### src/rtl/rtc_pkg.sv
package rtc_pkg;
  localparam int unsigned FRAC_W = 20;
  localparam int unsigned INC_W  = 26;
  localparam int unsigned NS_OUT_W = 32;

  typedef enum logic [1:0] {
    SEL_INC    = 2'd0,
    SEL_SEC_OFF = 2'd1,
    SEL_NS_OFF = 2'd2,
    SEL_NONE   = 2'd3
  } wr_sel_e;
endpackage

### src/rtl/rtc_regs.sv
module rtc_regs
  import rtc_pkg::*;
#(
  parameter int unsigned NS_PER_SEC = 1_000_000_000,
  parameter int unsigned NS_W = 30,
  parameter int unsigned SEC_W = 48
) (
  input  logic              clk_i,
  input  logic              rst_ni,
  input  logic              wr_en_i,
  input  logic [1:0]        wr_sel_i,
  input  logic [SEC_W-1:0]  wr_data_i,
  output logic [INC_W-1:0]  inc_o,
  output logic [SEC_W-1:0]  off_sec_o,
  output logic [NS_W-1:0]   off_ns_o
);
  localparam logic [SEC_W-1:0] NS_LIMIT = SEC_W'(NS_PER_SEC);

  logic ns_ok;
  assign ns_ok = wr_data_i < NS_LIMIT;

  always_ff @(posedge clk_i or negedge rst_ni) begin
    if (!rst_ni) begin
      inc_o     <= '0;
      off_sec_o <= '0;
      off_ns_o  <= '0;
    end else if (wr_en_i) begin
      unique case (wr_sel_e'(wr_sel_i))
        SEL_INC:     inc_o     <= wr_data_i[INC_W-1:0];
        SEL_SEC_OFF: off_sec_o <= wr_data_i;
        SEL_NS_OFF:  if (ns_ok) off_ns_o <= wr_data_i[NS_W-1:0];
        default: ;
      endcase
    end
  end
endmodule

### src/rtl/rtc_accum.sv
module rtc_accum
  import rtc_pkg::*;
#(
  parameter int unsigned NS_PER_SEC = 1_000_000_000,
  parameter int unsigned NS_W = 30,
  parameter int unsigned SEC_W = 48
) (
  input  logic             clk_i,
  input  logic             rst_ni,
  input  logic [INC_W-1:0] inc_i,
  output logic [NS_W-1:0]  ns_o,
  output logic [SEC_W-1:0] sec_o
);
  localparam int unsigned SUM_W = NS_W + FRAC_W + 1;
  localparam logic [NS_W:0] WRAP = (NS_W+1)'(NS_PER_SEC);

  logic [FRAC_W-1:0] frac_q;
  logic [SUM_W-1:0]  sum;
  logic [NS_W:0]     ns_raw;
  logic              roll;

  // fraction and nanoseconds add as one word so the fraction carry is exact
  assign sum    = {1'b0, ns_o, frac_q} + SUM_W'(inc_i);
  assign ns_raw = sum[SUM_W-1:FRAC_W];
  assign roll   = ns_raw >= WRAP;

  always_ff @(posedge clk_i or negedge rst_ni) begin
    if (!rst_ni) begin
      frac_q <= '0;
      ns_o   <= '0;
      sec_o  <= '0;
    end else begin
      frac_q <= sum[FRAC_W-1:0];
      ns_o   <= roll ? NS_W'(ns_raw - WRAP) : ns_raw[NS_W-1:0];
      sec_o  <= sec_o + SEC_W'(roll);
    end
  end
endmodule

### src/rtl/rtc_offset_add.sv
module rtc_offset_add #(
  parameter int unsigned NS_PER_SEC = 1_000_000_000,
  parameter int unsigned NS_W = 30,
  parameter int unsigned SEC_W = 48
) (
  input  logic             clk_i,
  input  logic             rst_ni,
  input  logic [NS_W-1:0]  acc_ns_i,
  input  logic [SEC_W-1:0] acc_sec_i,
  input  logic [NS_W-1:0]  off_ns_i,
  input  logic [SEC_W-1:0] off_sec_i,
  output logic [NS_W-1:0]  ns_o,
  output logic [SEC_W-1:0] sec_o
);
  localparam logic [NS_W:0] WRAP = (NS_W+1)'(NS_PER_SEC);

  logic [NS_W:0] ns_sum;
  logic          carry;

  assign ns_sum = {1'b0, acc_ns_i} + {1'b0, off_ns_i};
  assign carry  = ns_sum >= WRAP;

  always_ff @(posedge clk_i or negedge rst_ni) begin
    if (!rst_ni) begin
      ns_o  <= '0;
      sec_o <= '0;
    end else begin
      ns_o  <= carry ? NS_W'(ns_sum - WRAP) : ns_sum[NS_W-1:0];
      sec_o <= acc_sec_i + off_sec_i + SEC_W'(carry);
    end
  end
endmodule

### src/rtl/rtc_frac_top.sv
module rtc_frac_top
  import rtc_pkg::*;
#(
  parameter int unsigned NS_PER_SEC = 1_000_000_000,
  parameter int unsigned SEC_W = 48
) (
  input  logic                clk_i,
  input  logic                rst_ni,
  input  logic                wr_en_i,
  input  logic [1:0]          wr_sel_i,
  input  logic [SEC_W-1:0]    wr_data_i,
  output logic [SEC_W-1:0]    sec_o,
  output logic [NS_OUT_W-1:0] ns_o
);
  localparam int unsigned NS_W = $clog2(NS_PER_SEC);

  logic [INC_W-1:0] inc_q;
  logic [SEC_W-1:0] off_sec_q;
  logic [NS_W-1:0]  off_ns_q;
  logic [NS_W-1:0]  acc_ns;
  logic [SEC_W-1:0] acc_sec;
  logic [NS_W-1:0]  sync_ns;

  rtc_regs #(.NS_PER_SEC(NS_PER_SEC), .NS_W(NS_W), .SEC_W(SEC_W)) u_regs (
    .clk_i, .rst_ni, .wr_en_i, .wr_sel_i, .wr_data_i,
    .inc_o(inc_q), .off_sec_o(off_sec_q), .off_ns_o(off_ns_q)
  );

  rtc_accum #(.NS_PER_SEC(NS_PER_SEC), .NS_W(NS_W), .SEC_W(SEC_W)) u_accum (
    .clk_i, .rst_ni, .inc_i(inc_q), .ns_o(acc_ns), .sec_o(acc_sec)
  );

  rtc_offset_add #(.NS_PER_SEC(NS_PER_SEC), .NS_W(NS_W), .SEC_W(SEC_W)) u_offset (
    .clk_i, .rst_ni,
    .acc_ns_i(acc_ns), .acc_sec_i(acc_sec),
    .off_ns_i(off_ns_q), .off_sec_i(off_sec_q),
    .ns_o(sync_ns), .sec_o(sec_o)
  );

  assign ns_o = NS_OUT_W'(sync_ns);
endmodule

### config.mk
export PLATFORM = sky130hd
export DESIGN_NAME = rtc_frac_top
export DESIGN_NICKNAME = d
export VERILOG_FILES = /design/src/rtl/rtc_pkg.sv /design/src/rtl/rtc_regs.sv /design/src/rtl/rtc_accum.sv /design/src/rtl/rtc_offset_add.sv /design/src/rtl/rtc_frac_top.sv
export SDC_FILE = /design/constraint.sdc
export NUM_CORES = 1
export LEC_CHECK = 0
export ABC_AREA = 1
export BUFFER_PORTS_ARGS = -buffer_cell sky130_fd_sc_hd__buf_2
export CORE_AREA = 3 3 196 198
export DETAILED_ROUTE_END_ITERATION = 6
export DIE_AREA = 0 0 199 201
export HOLD_SLACK_MARGIN = 0.12
export PLACE_DENSITY = 0.88
export SYNTH_ARGS = -nofsm -noshare
export SYNTH_HDL_FRONTEND = slang
export SYNTH_HIERARCHICAL = 1
export SYNTH_SLANG_ARGS = --single-unit
### constraint.sdc
create_clock -name clk_i -period 4.94 [get_ports clk_i]
set_clock_uncertainty 0.2 [all_clocks]
set_input_delay 0.247 -clock clk_i [delete_from_list [all_inputs] [get_ports clk_i]]
set_output_delay 0.247 -clock clk_i [all_outputs]
set_load 0.02 [all_outputs]
==> run_results.csv <==
group,metric,value,unit
drt,drc,7,
cts,cts_max_path_buffers,3,
synthesis,ys_types,50,
status,violations,"DRC, setup timing",
floorplan,die-width,199,um
drt,drt_iter0_markers,2661,
cts,ctsRootBufferMaster,"clkbuf_16",
synthesis,yosysTopAreaCell,"dfrtp_1",
global_routing,grt_max_degree,104,
drt,routed_wl,68400,um
worst_setup_path,r2r-start,"u_regs/inc_o[2]$_DFFE_PN0P_",
cts,path_clk_slew,0.07,ns
worst_setup_path,startpoint,"u_regs/inc_o[2]$_DFFE_PN0P_",
worst_setup_path,cp.required,5.20,ns
worst_setup_path,critPathSlowestCell,"dfrtp_1",
sta,setup_slack,-0.434,ns
sta,setup_tns,-3.00,ns
drt,wl_per_cell,18.5,um
min_path,hold_path.class,"in2async",
floorplan,die_h,201,um
worst_setup_path,critPathBufInv,3,
global_routing,grt_first_pass_wirelength,100000,um
place,dp_hpwl,48900,um
drt,vias_per_cell,5.69,
sta,hold_viol_final,0,
finish,fin_nets,3359,
synthesis,synth_edf_count,0,
global_routing,track_usage,31.3,%
synthesis,synth_seq_cells,280,
synthesis,synth.most_common_cell,"nand2_1",
drt,drtPass1Iterations,7,
synthesis,synthTopCellsByCount,"nand2_1 (958), inv_1 (435), dfrtp_1 (280)",
sta,min_period,5.37,ns
finish,final_cells,3687,
synthesis,avgSynthCellArea,6.94,um^2
cts,cts_made_buffers,30,
sta,fin_crit_sh,109,%
pwr,power.leakage,12.9,nW
synthesis,ys_seq_area_share,34.7,%
sta,maxSlewHeadroom,33.7,%
global_routing,grt_overflow,0,
drt,ant_nets,0,
place,portBuffers,130,
status,status,"complete, but fails checks",
sta,fin_hold_ws,0.103,ns
worst_setup_path,cp.arrival,5.64,ns
floorplan,fp-row-count,70,
worst_setup_path,slowest_delay,0.43,ns
cts,clk_latency,0.59,ns
cts,htree_num_levels,1,
worst_setup_path,crit_type,"reg2reg",
synthesis,async_flop_share,100,%
cts,cts.sinks,280,
floorplan,initial_core_util,55.0,%
synthesis,ys_warn_count,6,
floorplan,core_area,0.0367,mm^2
drt,num_vias,20990,
floorplan,die_area,0.0400,mm^2
sta,setup_viol,16,
place,post-place-cells,3561,
synthesis,syn_area,0.0202,mm^2
worst_setup_path,cpMostUsedCell,"nand2_1",
sta,slew_violations,0,
synthesis,netlist_top_cells_area,"dfrtp_1 (35%), nand2_1 (18%), inv_1 (8.1%)",
global_routing,antenna_found_initial,2,
pwr,ir_drop,372,uV
pwr,p_per_area,372,mW/mm^2
worst_setup_path,start_kind,"flop",
place,gpl.final_weighted_congestion,0.988,
run,maxCapViolCount,0,
finish,area_growth,21.8,%
synthesis,synthFlopType,"dfrtp_1",
sta,rsz0062_at_grt,"yes",
global_routing,grt_pass1_vias,19193,
worst_setup_path,critPathTopFamily,"simple AND/OR/NAND/NOR gates",
floorplan,boundaryPins,133,
cts,cts_tree,"done",
synthesis,synth.top_cell.area_share,34.7,%
worst_setup_path,setup.worst_path.end_class,"flop",
synthesis,synthCells,2910,
sta,tightest_slew,0.992,ns
finish,final.fill_count,2925,
finish,drive_gt1_share,18.8,%
sta,max_freq,0.186,GHz
worst_setup_path,crit_fanout,6,
routing by layer:
layer	track usage, %	vias to the layer above	routed length, um
li1	-	9791	-
met3	5.17	289	7340
met4	12.1	2	4030
met5	0	-	18
met2	47.6	1313	29500
met1	44.7	9595	27500
stage by stage:
stage                     power, W  instance area, um^2  util, %  setup slack [ns]
final                      0.00914                24600     67.0            -0.434
after global routing       0.00959                24600     67.0            -0.516
after CTS                  0.00832                23500     64.0           0.00767
after detailed placement   0.00585                21900     59.6           -0.0523
after global placement     0.00581                21900     59.6            0.0330
after floorplan            0.00483                20200        -             0.120
kinds of logic (layout without fill, tap and decap cells):
| family | Yosys count | count (layout) | synth area share (%) |
|---|---|---|---|
| compound gates | 305 | 305 | 8.37 |
| xor+xnor | 131 | 131 | 5.68 |
| fa+ha+maj | 110 | 110 | 6.97 |
| buf+inv | 490 | 797 | 9.63 |
| flops | 280 | 280 | 34.7 |
| mux | 15 | 15 | 0.837 |
| other cells | 1 | 3 | 0.0186 |
| simple gates | 1578 | 1578 | 33.8 |
layout by cell type, fill, tap and decap left out, drive strengths merged, types with 7 or more instances in the layout:
cell type    synthesis  routed
nand2              993     993
ha                 106     106
or2                  7       7
o21bai              11      11
a21oi              121     121
nor2               254     254
clkbuf              11      37
buf                 24     238
nor4                16      16
o21ai              122     122
inv                455     458
xor2                94      94
dlygate4sd3          0      50
xnor2               37      37
nor3                42      42
nand3              190     190
a31oi               30      30
nand4               55      55
dfrtp              280     280
nand3b              12      12
mux2                15      15
tightest hold or removal path, cell delays in order:
cell	delay [ns]
dlygate4sd3_1	0.57
buf_8	0.15
buf_16	0.33
flip-flops by register name, summed over array words and instances, names as in the netlist:
name	count
u_offset/ns_o	30
u_offset/sec_o	48
u_accum/frac_q	20
u_accum/sec_o	48
u_regs/inc_o	26
u_accum/ns_o	30
u_regs/off_ns_o	30
u_regs/off_sec_o	48
final timing paths:
kind	end	slack, ns	depth (start not counted)
worst max-delay path	u_accum/sec_o[43]$_DFF_PN0_	-0.43	29
worst min-delay path	u_regs/off_sec_o[26]$_DFFE_PN0P_	0.10	3
worst max register to register	u_accum/sec_o[43]$_DFF_PN0_	-0.43	29
worst min register to register	u_regs/off_ns_o[27]$_DFFE_PN0P_	0.28	2
max in group asynchronous	u_offset/sec_o[8]$_DFF_PN0_	3.82	3
min in group clk_i	u_regs/off_ns_o[24]$_DFFE_PN0P_	0.17	7
timing repair:
action	CTS	global route
buffers inserted	0	20
resized for setup	7	211
setup endpoints to repair	8	42
pin swaps	0	42
hold buffers	51	0
hold endpoints to repair	286	0
cell type report:
type	instances	area [um^2]	share of cell area (%)
multi-input cells	2141	12200	49.6
flip-flops and latches	280	7010	28.5
repair buffers	288	2010	8.17
inverters	455	1710	6.95
clock buffers	37	817	3.32
well taps	468	586	2.38
clock inverters	17	244	0.993
diodes	1	2.50	0.0102
power by group:
part           internal, W  switching (W)
Sequential         0.00266       0.000305
Combinational      0.00140        0.00234
Clock              0.00144       0.000989
Total              0.00550        0.00363
(Power assumes the default switching activity.)
